<file path="src/rtl/mfr_pkg.sv">
package mfr_pkg;

    // Field positions of the template word (shared with the command word)
    localparam int OPC_LSB = 24;
    localparam int FRM_LSB = 21;
    localparam int FLD_LSB = 19;
    localparam int GAP_LSB = 16;

    typedef enum logic [2:0] {
        S_OFF   = 3'd0,
        S_IDLE  = 3'd1,
        S_OPC   = 3'd2,
        S_ADDR  = 3'd3,
        S_DUMMY = 3'd4,
        S_DATA  = 3'd5,
        S_DONE  = 3'd6
    } mfr_state_e;

    typedef struct packed {
        logic [7:0] opcode;
        logic [2:0] abytes;   // 1..4
        logic [2:0] gap;      // intermediate bytes
        logic       wide;     // data on 2/4 lanes
    } mfr_tmpl_t;

    function automatic logic tmpl_ok(input logic [31:0] w);
        logic [2:0] frm;
        logic [1:0] fld;
        frm = w[FRM_LSB +: 3];
        fld = w[FLD_LSB +: 2];
        return (frm >= 3'd2) && (frm <= 3'd5) && (fld <= 2'd1);
    endfunction

    function automatic mfr_tmpl_t tmpl_decode(input logic [31:0] w);
        mfr_tmpl_t t;
        t.opcode = w[OPC_LSB +: 8];
        t.abytes = w[FRM_LSB +: 3] - 3'd1;
        t.gap    = w[GAP_LSB +: 3];
        t.wide   = w[FLD_LSB];
        return t;
    endfunction

endpackage

</file>
<file path="src/rtl/mfr_cfg.sv">
module mfr_cfg
    import mfr_pkg::*;
(
    input  logic        clk,
    input  logic        rst_n,
    input  logic        tmpl_wr,
    input  logic [31:0] tmpl_wdata,
    input  logic        cmd_wr,
    input  logic        mode_reset,
    output mfr_tmpl_t   tmpl,
    output logic        active,
    output logic        cmd_err
);

    logic unused_low;
    assign unused_low = ^{tmpl_wdata[15:0], tmpl_wdata[20]};

    always_ff @(posedge clk) begin
        if (!rst_n) begin
            tmpl    <= '0;
            active  <= 1'b0;
            cmd_err <= 1'b0;
        end else begin
            if (mode_reset) begin
                active <= 1'b0;
            end else if (tmpl_wr && !active && tmpl_ok(tmpl_wdata)) begin
                active <= 1'b1;
                tmpl   <= tmpl_decode(tmpl_wdata);
            end
            if (cmd_wr && active) begin
                cmd_err <= 1'b1;
            end
        end
    end

    // a valid template arms memory mode on the next edge
    p_arm_r1: assert property (@(posedge clk) disable iff (!rst_n)
        (tmpl_wr && !active && !mode_reset && tmpl_ok(tmpl_wdata)) |=> active);

    // a refused template leaves memory mode off
    p_reject_r2: assert property (@(posedge clk) disable iff (!rst_n)
        (tmpl_wr && !active && !tmpl_ok(tmpl_wdata)) |=> !active);

    // mode reset leaves memory mode
    p_leave_r8: assert property (@(posedge clk) disable iff (!rst_n)
        mode_reset |=> !active);

    // error flag is sticky
    p_err_sticky_r9: assert property (@(posedge clk) disable iff (!rst_n)
        cmd_err |=> cmd_err);

    // template frozen while active
    p_keep_r10: assert property (@(posedge clk) disable iff (!rst_n)
        (active && !mode_reset) |=> $stable(tmpl));

endmodule

</file>
<file path="src/rtl/mfr_gather.sv">
module mfr_gather #(
    parameter int DATA_BYTES = 4
) (
    input  logic                      clk,
    input  logic                      rst_n,
    input  logic                      clear,
    input  logic                      sample,
    input  logic [1:0]                lane_sel,   // 0 serial, 1 dual, 2 quad
    input  logic [1:0]                size_sel,   // 0:1B 1:2B else 4B
    input  logic [3:0]                io_in,
    output logic [8*DATA_BYTES-1:0]   rdata
);

    localparam int SH_W = 8 * DATA_BYTES;

    logic [SH_W-1:0] sh;
    logic [SH_W-1:0] rev;

    always_ff @(posedge clk) begin
        if (!rst_n || clear) begin
            sh <= '0;
        end else if (sample) begin
            unique case (lane_sel)
                2'd0:    sh <= {sh[SH_W-2:0], io_in[1]};
                2'd1:    sh <= {sh[SH_W-3:0], io_in[1:0]};
                default: sh <= {sh[SH_W-5:0], io_in};
            endcase
        end
    end

    // Byte reversal: first received byte ends in the lowest lane
    for (genvar k = 0; k < DATA_BYTES; k++) begin : g_rev
        assign rev[8*k +: 8] = sh[8*(DATA_BYTES-1-k) +: 8];
    end

    always_comb begin
        unique case (size_sel)
            2'd0:    rdata = {{(SH_W-8){1'b0}},  sh[7:0]};
            2'd1:    rdata = {{(SH_W-16){1'b0}}, sh[7:0], sh[15:8]};
            default: rdata = rev;
        endcase
    end

endmodule

</file>
<file path="src/rtl/flash_mmap_reader.sv">
module flash_mmap_reader
    import mfr_pkg::*;
#(
    parameter int ADDR_W = 32
) (
    input  logic              clk,
    input  logic              rst_n,
    input  logic              tmpl_wr,
    input  logic [31:0]       tmpl_wdata,
    input  logic              cmd_wr,
    input  logic              mode_reset,
    input  logic              lane_quad,
    input  logic              bus_valid,
    input  logic [ADDR_W-1:0] bus_addr,
    input  logic [1:0]        bus_size,
    output logic              bus_ready,
    output logic [31:0]       bus_rdata,
    output logic              mem_active,
    output logic              cmd_err,
    output logic              sclk,
    output logic              cs_n,
    output logic [3:0]        io_out,
    output logic [3:0]        io_oe,
    input  logic [3:0]        io_in
);

    localparam int CNT_W = 6;
    localparam int TX_W  = 40;

    mfr_state_e       state, nxt;
    mfr_tmpl_t        tmpl;
    logic             ph;
    logic [CNT_W-1:0] cnt;
    logic [TX_W-1:0]  tx;
    logic [1:0]       lane_sel;
    logic [1:0]       size_sel;
    logic [CNT_W-1:0] data_last;
    logic [CNT_W-1:0] addr_last;
    logic [CNT_W-1:0] gap_last;
    logic [31:0]      a32;
    logic [31:0]      gathered;
    logic             accept;
    logic             in_frame;
    logic [1:0]       lane_sel_n;
    logic [CNT_W-1:0] bits_n;

    if (ADDR_W >= 32) begin : g_addr_wide
        assign a32 = bus_addr[31:0];
    end else begin : g_addr_narrow
        assign a32 = {{(32-ADDR_W){1'b0}}, bus_addr};
    end

    mfr_cfg u_cfg (
        .clk        (clk),
        .rst_n      (rst_n),
        .tmpl_wr    (tmpl_wr),
        .tmpl_wdata (tmpl_wdata),
        .cmd_wr     (cmd_wr),
        .mode_reset (mode_reset),
        .tmpl       (tmpl),
        .active     (mem_active),
        .cmd_err    (cmd_err)
    );

    mfr_gather #(.DATA_BYTES(4)) u_gather (
        .clk      (clk),
        .rst_n    (rst_n),
        .clear    (accept),
        .sample   (state == S_DATA && !ph),
        .lane_sel (lane_sel),
        .size_sel (size_sel),
        .io_in    (io_in),
        .rdata    (gathered)
    );

    assign accept     = (state == S_IDLE) && bus_valid && !mode_reset;
    assign addr_last  = {tmpl.abytes, 3'b000} - 6'd1;
    assign gap_last   = {tmpl.gap, 3'b000} - 6'd1;
    assign lane_sel_n = !tmpl.wide ? 2'd0 : (lane_quad ? 2'd2 : 2'd1);
    assign bits_n     = (bus_size == 2'd0) ? 6'd8 : (bus_size == 2'd1) ? 6'd16 : 6'd32;

    // Next-state logic
    always_comb begin
        nxt = state;
        unique case (state)
            S_OFF:   if (mem_active) nxt = S_IDLE;
            S_IDLE:  if (bus_valid) nxt = S_OPC;
            S_OPC:   if (ph && cnt == 6'd7) nxt = S_ADDR;
            S_ADDR:  if (ph && cnt == addr_last) nxt = (tmpl.gap != 3'd0) ? S_DUMMY : S_DATA;
            S_DUMMY: if (ph && cnt == gap_last) nxt = S_DATA;
            S_DATA:  if (ph && cnt == data_last) nxt = S_DONE;
            S_DONE:  nxt = S_IDLE;
            default: nxt = S_OFF;
        endcase
        if (mode_reset) nxt = S_OFF;
    end

    // State register
    always_ff @(posedge clk) begin
        if (!rst_n) state <= S_OFF;
        else        state <= nxt;
    end

    // Frame datapath: phase, clock counter, shift-out register
    always_ff @(posedge clk) begin
        if (!rst_n) begin
            ph        <= 1'b0;
            cnt       <= '0;
            tx        <= '0;
            lane_sel  <= 2'd0;
            size_sel  <= 2'd0;
            data_last <= '0;
        end else if (accept) begin
            ph        <= 1'b0;
            cnt       <= '0;
            tx        <= {tmpl.opcode, a32 << {3'd4 - tmpl.abytes, 3'b000}};
            lane_sel  <= lane_sel_n;
            size_sel  <= bus_size;
            data_last <= (bits_n >> lane_sel_n) - 6'd1;
        end else if (in_frame) begin
            ph <= ~ph;
            if (ph) begin
                cnt <= (nxt != state) ? '0 : cnt + 6'd1;
                if (state == S_OPC || state == S_ADDR) begin
                    tx <= {tx[TX_W-2:0], 1'b0};
                end
            end
        end else begin
            ph  <= 1'b0;
            cnt <= '0;
        end
    end

    // Outputs
    always_comb begin
        in_frame  = (state == S_OPC) || (state == S_ADDR) ||
                    (state == S_DUMMY) || (state == S_DATA);
        cs_n      = !in_frame;
        sclk      = in_frame && ph;
        io_out    = {3'b000, tx[TX_W-1]};
        io_oe     = (state == S_OPC || state == S_ADDR) ? 4'b0001 : 4'b0000;
        bus_ready = (state == S_DONE);
        bus_rdata = bus_ready ? gathered : 32'h0;
    end

    // with memory mode off the pins stay idle and no reply appears
    p_idle_pins_r8: assert property (@(posedge clk) disable iff (!rst_n)
        !mem_active |-> (cs_n && !bus_ready));

    // reply is a one-cycle pulse
    p_ready_pulse_r7: assert property (@(posedge clk) disable iff (!rst_n)
        bus_ready |=> !bus_ready);

    // a frame ends only with a reply or a mode reset
    p_frame_end_r7: assert property (@(posedge clk) disable iff (!rst_n)
        $rose(cs_n) |-> (bus_ready || !mem_active));

    // clock low and outputs off between frames
    p_sclk_idle_r3: assert property (@(posedge clk) disable iff (!rst_n)
        cs_n |-> (!sclk && io_oe == 4'b0000));

    // at most one output lane driven
    p_one_lane_r3: assert property (@(posedge clk) disable iff (!rst_n)
        $onehot0(io_oe));

endmodule

</file>
<file path="config.mk">
export PLATFORM = sky130hd
export DESIGN_NAME = flash_mmap_reader
export DESIGN_NICKNAME = d
export VERILOG_FILES = /design/src/rtl/mfr_pkg.sv /design/src/rtl/mfr_cfg.sv /design/src/rtl/mfr_gather.sv /design/src/rtl/flash_mmap_reader.sv
export SDC_FILE = /design/constraint.sdc
export NUM_CORES = 1
export LEC_CHECK = 0
export BUFFER_PORTS_ARGS = -buffer_cell sky130_fd_sc_hd__buf_2
export CORE_MARGIN = 2
export CORE_UTILIZATION = 35
export DETAILED_ROUTE_END_ITERATION = 10
export PLACE_DENSITY = 0.55
export SLEW_MARGIN = 20
export SYNTH_ARGS = -nofsm -noshare
export SYNTH_HDL_FRONTEND = slang
export SYNTH_HIERARCHICAL = 1
export SYNTH_SLANG_ARGS = --single-unit
</file>
<file path="constraint.sdc">
create_clock -name clk -period 3.8 [get_ports clk]
set_clock_uncertainty 0.1 [all_clocks]
set_input_delay 0.19 -clock clk [delete_from_list [all_inputs] [get_ports clk]]
set_output_delay 0.19 -clock clk [all_outputs]
set_load 0.05 [all_outputs]
</file>
-- Word-level counts from Yosys, hierarchy flattened
Cells that the tools add are included.
Widths: inputs -> output; s select.
- bits in registers: 109
- output and inout bits: 45
- input port bits: 77
- word-level logic and storage cells: 99
- reductions and logical operators: 34
- $lt $le $gt $ge: 3
- multiplexer cells: 22
- shift-type cells: 2
- $add $sub $neg: 6
- bitwise gates (word level): 4
- eq/ne operators: 14
- operators with widths (kind ; count):
    $mux 40 ; 4
    $pmux 32 s2 ; 2
    $mux 32 ; 1
    $shl 32x6->32 ; 1
    $mux 3 ; 7
    $pmux 3 s7 ; 1
    $eq 6x6->1 ; 3
    $mux 6 ; 3
    $sub 6x1->6 const B ; 3
    $logic_and 1x1->1 ; 13
    $eq 3x3->1 const B ; 3
    $add 6x1->6 const B ; 1
    $eq 2x1->1 const B ; 3
    $eq 3x2->1 const B ; 2
    $eq 6x3->1 const B ; 1
    $logic_not 2->1 ; 3
    $reduce_bool 2->1 ; 3
    $shr 6x2->6 ; 1
    $logic_not 1->1 ; 5
    $logic_or 1x1->1 ; 4
    $mux 2 ; 2
    $not 1->1 ; 4
    $eq 3x1->1 const B ; 1
    $ge 3x2->1 const B ; 1
    12 further kinds ; 13

-- Depth between registers and ports, before layout
- depth after elaboration: 8
- depth in mapped cells: 11
- mapped depth without buffers: 8

-- Cells and area by module
Netlist, hierarchy kept.
- by module, submodules not included (module ; instances ; area an instance (µm²) ; sequential area each (µm²) ; cells each):
    flash_mmap_reader ; 1 ; 3831.2 ; 1201.2 ; 475
    mfr_gather ; 1 ; 2155.8 ; 640.6 ; 287
    mfr_cfg ; 1 ; 726.9 ; 340.3 ; 79

-- Least setup slack after synthesis
Ideal clock, no wire load.
- path type: reg-to-output
- from: reg state[1]
- to: out sclk
- required time: 3.510 ns
- data arrival time: 2.560 ns
- buffers on the path: 3
- cell stages (with the launch flop): 7
- setup slack: 0.950 ns
- cells stage by stage: dfxtp_1 -> buf_6 -> nor2b_1 -> buf_6 -> clkbuf_1 -> nor2_1 -> nor2_1
- cells in the longest elaborated chain, start to end: 5
- elaborated cells between the ends (all ways): 8
- classes of those cells: eq/ne (4); reduce/logical (4)
- ends and longest elaborated chain (element ; RTL line ; text):
    start, declared ; flash_mmap_reader.sv:30 ; mfr_state_e state, nxt;
    start signal, assigned ; flash_mmap_reader.sv:101 ; else state <= nxt;
    $eq 3x2->1 ; flash_mmap_reader.sv:136 ; in_frame = (state == S_OPC) || (state == S_ADDR) ||
    $logic_or 1x1->1 (2 in a row) ; flash_mmap_reader.sv:136 ;
    $logic_or 1x1->1 (*) ; flash_mmap_reader.sv:137 ; (state == S_DUMMY) || (state == S_DATA);
    $logic_and 1x1->1 (*) ; flash_mmap_reader.sv:139 ; sclk = in_frame && ph;
    end, declared ; flash_mmap_reader.sv:20 ; output logic sclk,
Every way passes the cells marked *; elsewhere a longest branch is shown, timed or not.

-- Final worst setup path
- from: reg state[0]
- to: reg u_gather.sh[0]
- cells in the longest elaborated chain, start to end: 4
- elaborated cells between the ends (all ways): 6
- classes of those cells: eq/ne (2); reduce/logical (4)
- ends and longest elaborated chain (element ; RTL line ; text):
    $eq 3x1->1 ; flash_mmap_reader.sv:76 ; assign accept = (state == S_IDLE) && bus_valid && !mode_reset;
    $logic_and 1x1->1 (2 in a row) ; flash_mmap_reader.sv:76 ;
    $logic_or 1x1->1 ; mfr_gather.sv:20 ; if (!rst_n || clear) begin
    end signal, assigned ; mfr_gather.sv:24 ; 2'd0: sh <= {sh[SH_W-2:0], io_in[1]};
    end signal, assigned ; mfr_gather.sv:25 ; 2'd1: sh <= {sh[SH_W-3:0], io_in[1:0]};
    end signal, assigned ; mfr_gather.sv:26 ; default: sh <= {sh[SH_W-5:0], io_in};
    end, declared ; mfr_gather.sv:16 ; logic [SH_W-1:0] sh;
Several ways; a longest one is shown, not always the timed one.
A chain may end at the register's enable or synchronous reset.

==> flow_summary.yaml <==
outcome:
  status: "completed"
clock_network:
  cts_tree: "built"
  clk_latency_ns: 0.36
  numCtsBuffers: 9
  htreeDepth: 3
  cts_hold_buf: 20
  post_cts_buffers: 0
  cts_root_buf: "clkbuf_16"
  path_clk_slew_ns: 0.08
  cts_resized: 0
  cts_buffer_depth: 2
  cts.sinks: 109
placement:
  dp_hpwl_mm: 12.33
  port_buffers: 99
  dp_cells: 1111
  gp_congestion: 0.7926
timing:
  finalCriticalPeriod_ns: 2.793
  final.setup.tns_ns: 0
  final_hold_viol_count: 0
  rsz0062_at_grt: "false"
  max_freq_mhz: 358.0
  relSlewSlack_pct: 28.21
  tightest_slew_ns: 1.077
  slew_violations: 0
  setup_viol: 0
  whs_ns: 0.01875
  min_period_over_period_pct: 73.51
final_layout:
  fin_nets: 991
  final_common_cell: "nand2_1"
  area_growth_syn_to_layout_pct: 13.92
  final_cell_mix: "112 x nand2_1, 108 x dfxtp_1, 99 x buf_2"
  fill_cells: 1956
  multi_input_area_mm2: 0.003989
  layout-drive-gt1-share_pct: 16.65
  final-seq-area_mm2: 0.002186
  layout.cells.non_filler: 1147
  antenna_cells: 0
drt:
  detail_route.wl_per_cell_um: 15.94
  wl_met3_um: 788
  first_iter_violations: 458
  drt-met1-wl_mm: 8.982
  ant_nets: 0
  routed_wl_mm: 18.29
  drc: 0
  highest_layer: "met5"
  vias_per_cell: 5.297
  vias: 6076
  wl_met2_mm: 8.253
  dr.pass1.iters: 5
floorplan:
  dieHeight_um: 142.5
  ios: 122
  start_util_pct: 35.77
  die_w_um: 142.5
  core-area_mm2: 0.01877
  die_area_mm2: 0.02031
  rows: 50
worst_setup_path:
  path_class: "reg2reg"
  rrSetupSlack_ns: 1.01
  cp.arrival_ns: 2.90
  cp_max_fo: 32
  timing.rr.start: "state[0]$_SDFF_PN0_"
  rr_endpoint: "u_gather/sh[0]$_SDFFE_PP0P_"
  cp.required_ns: 3.91
  endpoint_kind: "register"
  cp-start-kind: "register"
  rr_worst_depth: 6
flow_run:
  drv_cap: 0
yosys:
  ys_types: 59
  synth-warning-count: 6
  synth_edf_count: 0
  yosysSeqAreaShare_pct: 32.50
  syn-instance-count: 841
  synthArstFlopShare_pct: 0
  synth_area_mm2: 0.006714
  yosys_register_bits: 109
  syn_avg_cell_area_um2: 7.983
  synth_ff_type: "dfxtp_1"
global_routing:
  antenna_found_initial: 1
  grt_max_degree: 65
  grt_pass1_vias: 5536
  grt_pass1_wl_mm: 29.44
  gr-total-overflow: 0
  grt_usage_pct: 18.04
worst_hold_path:
  hold_depth: 4
  hold_path.class: "in2reg"
  hold_end: "u_cfg/tmpl[4]$_SDFFE_PN0P_"
  hp-start: "tmpl_wdata[21]"
power_and_ir_drop:
  vdd_drop_max_mv: 0.2406
  leakage_nw: 2.907
  powerDensity_mw_per_mm2: 306.8
==> worst max path at each step <==
| stage | slack (ns) | from | end |
|---|---|---|---|
| floorplan | 0.95 | state[1]$_SDFF_PN0_ | sclk |
| global placement | 1.05 | state[0]$_SDFF_PN0_ | u_gather/sh[0]$_SDFFE_PP0P_ |
| detailed placement | 1.04 | state[0]$_SDFF_PN0_ | u_gather/sh[0]$_SDFFE_PP0P_ |
| CTS | 1.04 | state[0]$_SDFF_PN0_ | u_gather/sh[0]$_SDFFE_PP0P_ |
| global route | 0.81 | state[0]$_SDFF_PN0_ | u_gather/sh[1]$_SDFFE_PP0P_ |
| finish | 1.01 | state[0]$_SDFF_PN0_ | u_gather/sh[0]$_SDFFE_PP0P_ |
==> kinds of logic (layout without fill, tap and decap cells) <==
family | after synthesis | after routing | share of synthesized area [%]
AOI/OAI and AO/OA | 241 | 241 | 22.31
xor gates and xnor gates | 22 | 22 | 3.112
adders and majority gates | 6 | 6 | 1.118
buffers and inverters | 98 | 165 | 8.386
DFF | 109 | 109 | 32.50
muxes | 58 | 58 | 8.983
other | 2 | 7 | 0.1119
and+or+nand+nor | 305 | 305 | 23.48
==> synth_stat cells, types with 22 or more instances <==
cell type	instances	area share (%)
nand2_1	112	6.3
dfxtp_1	109	33
a21oi_1	63	4.7
o21ai_0	58	4.3
mux2i_1	49	7.3
and2_1	48	4.5
nor2_1	39	2.2
o211ai_1	39	4.4
clkbuf_1	33	1.8
nor2b_1	33	3.1
nand2b_1	32	3.0
a31oi_1	31	2.9
buf_2	22	1.6
==> state kept, by name, summed over array words and instances, names as in the netlist <==
register,count
u_gather/sh,32
size_sel,2
state,3
ph,1
u_cfg/tmpl,15
u_cfg/cmd_err,1
cnt,6
data_last,6
tx,40
u_cfg/active,1
lane_sel,2
==> layout make-up <==
cell class / count / area share (%)
clock inverters: 7 / 1.194
flip-flops and latches: 109 / 28.58
inverters: 15 / 0.7361
clock buffers: 9 / 2.945
repair buffers: 134 / 10.57
well taps: 234 / 3.828
multi-input cells: 639 / 52.15
==> critical path, stage by stage, from the launching register on <==
cell       delay (ns)
dfxtp_1          0.64
nand4bb_1        0.29
or2_1            0.59
inv_2            0.40
nand2b_1         0.15
buf_4            0.36
a311oi_1         0.08
==> where the power goes <==
group	switching [mW]	internal, mW
clock network	0.492	0.530
logic	0.101	0.0724
registers	0.00503	1.15
total	0.598	1.75
==> routing by layer <==
layer  GRT usage (%)  up-vias
met5               0        -
met4           4.586        2
li1                -     3053
met3           3.432       22
met1           25.58     2847
met2           28.14      152
==> through the flow <==
| step | setup slack (ns) | cell area [um2] | total power, mW | utilization [%] |
|---|---|---|---|---|
| after floorplan | 0.9499 | 6733 | 1.279 | - |
| after global placement | 1.051 | 7129 | 1.335 | 37.99 |
| final | 1.007 | 7649 | 2.347 | 40.75 |
| after detailed placement | 1.042 | 7129 | 1.336 | 37.99 |
| after CTS | 1.035 | 7646 | 2.374 | 40.74 |
| after global routing | 0.8061 | 7649 | 2.437 | 40.75 |
No activity file was read; power rests on OpenSTA's default activity.
